`src/rtl/i2c_dual_addr_slave.sv`:
```
module i2c_dual_addr_slave #(
  parameter logic [6:0] CMD_ADDR  = 7'b0011011,
  parameter logic [6:0] DATA_ADDR = 7'b0011010,
  parameter int         SYNC_LEN  = 2
) (
  input  logic       clk,
  input  logic       rst_n,
  input  logic       scl_i,
  input  logic       sda_i,
  output logic       sda_oe,
  output logic       rx_valid,
  output logic       rx_is_cmd,
  output logic [7:0] rx_byte,
  input  logic [7:0] tx_byte,
  output logic       tx_take,
  input  logic       irq_req,
  output logic       int_n
);

  typedef enum logic [2:0] {
    S_IDLE, S_ADDR, S_WR, S_ACKW, S_ACK, S_RD, S_RDACK, S_RDNXT
  } st_t;

  logic [SYNC_LEN-1:0] scl_sync, sda_sync;
  logic       scl_d, sda_d;
  st_t        st;
  logic [2:0] bitcnt;
  logic [7:0] shreg;
  logic       is_cmd, is_read;

  wire scl_s     = scl_sync[SYNC_LEN-1];
  wire sda_s     = sda_sync[SYNC_LEN-1];
  wire scl_rise  = scl_s & ~scl_d;
  wire scl_fall  = ~scl_s & scl_d;
  wire start_det = scl_s & scl_d & sda_d & ~sda_s;
  wire stop_det  = scl_s & scl_d & ~sda_d & sda_s;
  wire [7:0] in_byte = {shreg[6:0], sda_s};
  wire hit_cmd   = (in_byte[7:1] == CMD_ADDR) & ~in_byte[0];
  wire hit_data  = (in_byte[7:1] == DATA_ADDR);

  always_ff @(posedge clk or negedge rst_n)
    if (!rst_n) begin
      scl_sync <= '1;
      sda_sync <= '1;
      scl_d    <= 1'b1;
      sda_d    <= 1'b1;
      int_n    <= 1'b1;
    end else begin
      scl_sync <= {scl_sync[SYNC_LEN-2:0], scl_i};
      sda_sync <= {sda_sync[SYNC_LEN-2:0], sda_i};
      scl_d    <= scl_s;
      sda_d    <= sda_s;
      int_n    <= ~irq_req;
    end

  always_ff @(posedge clk or negedge rst_n)
    if (!rst_n) begin
      st        <= S_IDLE;
      bitcnt    <= '0;
      shreg     <= '0;
      is_cmd    <= 1'b0;
      is_read   <= 1'b0;
      sda_oe    <= 1'b0;
      rx_valid  <= 1'b0;
      rx_is_cmd <= 1'b0;
      rx_byte   <= '0;
      tx_take   <= 1'b0;
    end else begin
      rx_valid <= 1'b0;
      tx_take  <= 1'b0;
      if (start_det) begin
        st     <= S_ADDR;
        bitcnt <= '0;
        sda_oe <= 1'b0;
      end else if (stop_det) begin
        st     <= S_IDLE;
        sda_oe <= 1'b0;
      end else begin
        unique case (st)
          S_IDLE: ;
          S_ADDR, S_WR:
            if (scl_rise) begin
              shreg  <= in_byte;
              bitcnt <= bitcnt + 3'd1;
              if (bitcnt == 3'd7) begin
                if (st == S_ADDR) begin
                  is_cmd  <= hit_cmd;
                  is_read <= in_byte[0];
                  st      <= (hit_cmd | hit_data) ? S_ACKW : S_IDLE;
                end else begin
                  rx_valid  <= 1'b1;
                  rx_byte   <= in_byte;
                  rx_is_cmd <= is_cmd;
                  st        <= S_ACKW;
                end
              end
            end
          S_ACKW:
            if (scl_fall) begin
              sda_oe <= 1'b1;
              st     <= S_ACK;
            end
          S_ACK, S_RDNXT:
            if (scl_fall) begin
              bitcnt <= '0;
              if (is_read) begin
                shreg   <= tx_byte;
                tx_take <= 1'b1;
                sda_oe  <= ~tx_byte[7];
                st      <= S_RD;
              end else begin
                sda_oe <= 1'b0;
                st     <= S_WR;
              end
            end
          S_RD:
            if (scl_fall) begin
              if (bitcnt == 3'd7) begin
                sda_oe <= 1'b0;
                st     <= S_RDACK;
              end else begin
                bitcnt <= bitcnt + 3'd1;
                shreg  <= {shreg[6:0], 1'b0};
                sda_oe <= ~shreg[6];
              end
            end
          S_RDACK:
            if (scl_rise) st <= sda_s ? S_IDLE : S_RDNXT;
          default: st <= S_IDLE;
        endcase
      end
    end

  a_r9_drive_on_scl_low: assert property (@(posedge clk) disable iff (!rst_n)
    (sda_oe != $past(sda_oe)) && !$past(start_det || stop_det) |-> !scl_d);

  a_r12_rx_single_pulse: assert property (@(posedge clk) disable iff (!rst_n)
    rx_valid |=> !rx_valid);

  a_r12_rx_tx_exclusive: assert property (@(posedge clk) disable iff (!rst_n)
    !(rx_valid && tx_take));

  a_r6_take_in_low_phase: assert property (@(posedge clk) disable iff (!rst_n)
    tx_take |-> !scl_d);

  a_r2_no_take_for_cmd: assert property (@(posedge clk) disable iff (!rst_n)
    tx_take |-> !is_cmd);

  a_r10_int_asserts: assert property (@(posedge clk) disable iff (!rst_n)
    $rose(irq_req) |=> !int_n);

  a_r10_int_releases: assert property (@(posedge clk) disable iff (!rst_n)
    $fell(irq_req) |=> int_n);

endmodule

```
`config.mk`:
```
export PLATFORM = sky130hd
export DESIGN_NAME = i2c_dual_addr_slave
export DESIGN_NICKNAME = d
export VERILOG_FILES = /design/src/rtl/i2c_dual_addr_slave.sv
export SDC_FILE = /design/constraint.sdc
export NUM_CORES = 1
export LEC_CHECK = 0
export ABC_AREA = 1
export CAP_MARGIN = 0
export CORE_MARGIN = 5
export CORE_UTILIZATION = 40
export CTS_CLUSTER_DIAMETER = 80
export DETAILED_ROUTE_END_ITERATION = 12
export GPL_TIMING_DRIVEN = 0
export SYNTH_ARGS = -nofsm -noshare
export SYNTH_HDL_FRONTEND = slang
export SYNTH_SLANG_ARGS = --single-unit
export TNS_END_PERCENT = 100
```
`constraint.sdc`:
```
create_clock -name clk -period 2.1 [get_ports clk]
set_clock_uncertainty 0.2 [all_clocks]
set_input_delay 0.63 -clock clk [delete_from_list [all_inputs] [get_ports clk]]
set_output_delay 0.63 -clock clk [all_outputs]
set_load 0.03 [all_outputs]
```
==> impl_results.md <==
- Run status: finished, final reports clean
- Sequential-to-total area share from yosys stat: 48.48%
- Post-CTS Setup Bufs: 0
- Pre-CTS WS: around 0.11 ns
- Clock transition at path regs: 0.07 ns
- Placer Congestion: roughly 0.84
- Cells along the critical path: dlygate4sd2_1
- Highest-delay cell along the critical path: dfstp_2
- Fill cells: 447
- Worst Setup SP: int_n$_DFF_PN1_
- Max Fanout on Critical Path: 1
- Worst hold slack: 0.1571 ns
- Most common library cell in the layout ignoring fill and taps: nand2_1
- Final #Nets: 278
- Leak: 1.139 nW
- Design area: 2158 um2
- RSZ-0062 raised after global routing: false
- Period minus WS final: 2.023 ns
- Setup violators final: 0
- Fin. Hold Viols: 0
- DRT antenna net count: 0
- Syn Area/Cell: 7.675 um2
- DRT Pass-1 Iters: 4
- H-tree Lvls: 2
- CP bufs+invs: 1
- Mapped Nets: 246
- Synth top area share: 38.11%
- Diodes inserted: 0
- Clock Sinks: 34
- Crit-path max cell delay: 0.51 ns
- Critical Path AT: 1.19 ns
- First-pass GRT wire length: 6720 um
- Min-Delay Startpoint: sda_sync[0]$_DFF_PN1_
- Placed cell area: approximately 2100 um2
- Initial DRC count: 80
- Root buf cell: clkbuf_8
- Number of global-route vias before repair: 1472
- Fmax: 494.4 MHz
- Hold Crit Depth: 0
- Die area: between 5000 and 6000 um2
- Largest net degree at the start of global routing: 35
- Worst Hold Class: flop to flop
- Final period utilization: 96.31%
- FF+latch count, synth: 34
- Syn-to-layout area delta: 21.74%
- Synth area leader: dfrtp_1
- Core Util, Final: 49.91%
- Final Max Tran Viols: 0
- DIE HEIGHT: 76.58 um
- Tightest Pin Transition: 0.7583 ns
- Worst EP required: 1.27 ns
- Synth warn: 0
- WL per Instance: 11.66 um
- CP top delay family: flip-flops
- Max VDD drop: 0.5779 mV
- Setup TNS: 0 ns
- # Max-Cap Violations: 0
- Grt ovf: 0
- Boundary Pins: 26
- Cts hold-fix bufs: 0
- I/O Buffers: 25
- Row count: 24
- Worst skew pair latency: 0.29 ns
- CP startpoint kind: flop
- Initial antenna violation count: 0
- Slew HR: 49.45%
- Core Region: 4324 um2
- Vias/cell: 4.712
- CTS tree: done
- Drt drc: 0
- Routed Wire Length: 3685 um
- Max clock buf depth: 2
- Layout cell share with drive strength beyond 1: 17.80%
- Most frequent cells in the layout: 78 x nand2_1, 27 x dfrtp_1, 23 x nand3_1
- Synth cell types: 20
- Initial Utilization: 41.00%
- Area of the mapped netlist: between 1500 and 2000 um2
- WS Path Type: flop to output pin
- Reg2Reg Depth: 8
- Critical path depth: 1
- Post-DP HPWL: about 2700 um
- Worst reg2reg startpoint: bitcnt[0]$_DFFE_PN0P_
- CP Capture Type: output pin
- Num CTS Buffers: 5
- Largest cells by area after synthesis: dfrtp_1 38%, nand2_1 17%, dfstp_2 10%
- DR vias: 1489
- Tot GR Track Use: between 10% and 20%
- Setup WS post-layout: between 0.07 and 0.08 ns
- Die width: 76.58 um
- PwrDens: 1241 nW/um2
- Synth Instances: 231
-- synth_stat cells --
library cell	count
nor3_1	3
nor2_4	4
dfrtp_1	27
o21ai_0	10
buf_2	1
nand2_4	2
nor2_2	6
nand2_2	8
buf_6	1
a21oi_1	5
buf_4	1
nand3_1	23
ha_1	2
nand2_1	78
o21ai_2	1
inv_2	8
nor2_1	19
dfstp_2	7
inv_1	19
o21ai_1	6
-- layout make-up --
class / count / area, um2 / area share [%]
Clock inverter: 1 / 5.005 / 0.2319
Inverter: 27 / 101.3 / 4.696
Sequential cell: 34 / 859.6 / 39.83
Buffer: 3 / 23.77 / 1.101
Tap cell: 52 / 65.06 / 3.014
Multi-Input combinational cell: 167 / 788.3 / 36.52
Timing Repair Buffer: 25 / 229.0 / 10.61
Clock buffer: 7 / 86.33 / 4.000
-- what timing repair did --
action | in CTS | in global routing
gates resized for setup | 13 | 0
hold endpoints to repair | 0 | 0
endpoints found under the setup margin | 13 | 0
-- cell families after synthesis --
kind of cell | after synthesis | synth area share [%]
buffers and inverters | 30 | 7.057
adders and majority gates | 2 | 1.411
DFF | 34 | 48.48
AOI/OAI and AO/OA | 22 | 6.422
and+or+nand+nor | 143 | 36.63
-- sequential cells by signal, indices dropped and copies added (netlist names) --
register	count
scl_sync	2
rx_valid	1
scl_d	1
sda_oe	1
sda_d	1
sda_sync	2
is_read	1
int_n	1
is_cmd	1
shreg	7
st	3
rx_byte	8
tx_take	1
bitcnt	3
rx_is_cmd	1
-- per-layer routing --
metal	GRT usage [%]	part of all wire, %	up-vias
li1	-	-	784
met1	19.13	51	667
met2	20.89	42	32
met3	4.255	5.8	6
met4	4.720	1.5	0
met5	0	0	-
-- power by group --
group | switching (mW) | total, mW | leakage (nW) | internal, mW
clock | 0.236 | 0.501 | 0.0482 | 0.264
combinational | 0.820 | 1.26 | 0.657 | 0.437
sequential | 0.110 | 0.920 | 0.433 | 0.810
total | 1.17 | 2.68 | 1.14 | 1.51
-- path summary, 6_finish.rpt --
check,end,slack (ns)
max in group asynchronous,bitcnt[0]$_DFFE_PN0P_,1.00
min in group asynchronous,shreg[2]$_DFFE_PN0P_,0.20
worst min register to register,sda_sync[1]$_DFF_PN1_,0.16
worst max register to register,shreg[0]$_DFFE_PN0P_,0.25
worst min-delay path,sda_sync[1]$_DFF_PN1_,0.16
worst max-delay path,int_n,0.08
-- stage by stage --
stage	power, mW	std cells
floorplan	1.912	231
finish	2.678	316
global route	2.941	316
global placement	2.204	308
CTS	2.714	316
detailed placement	2.215	308
(Power assumes the default switching activity.)
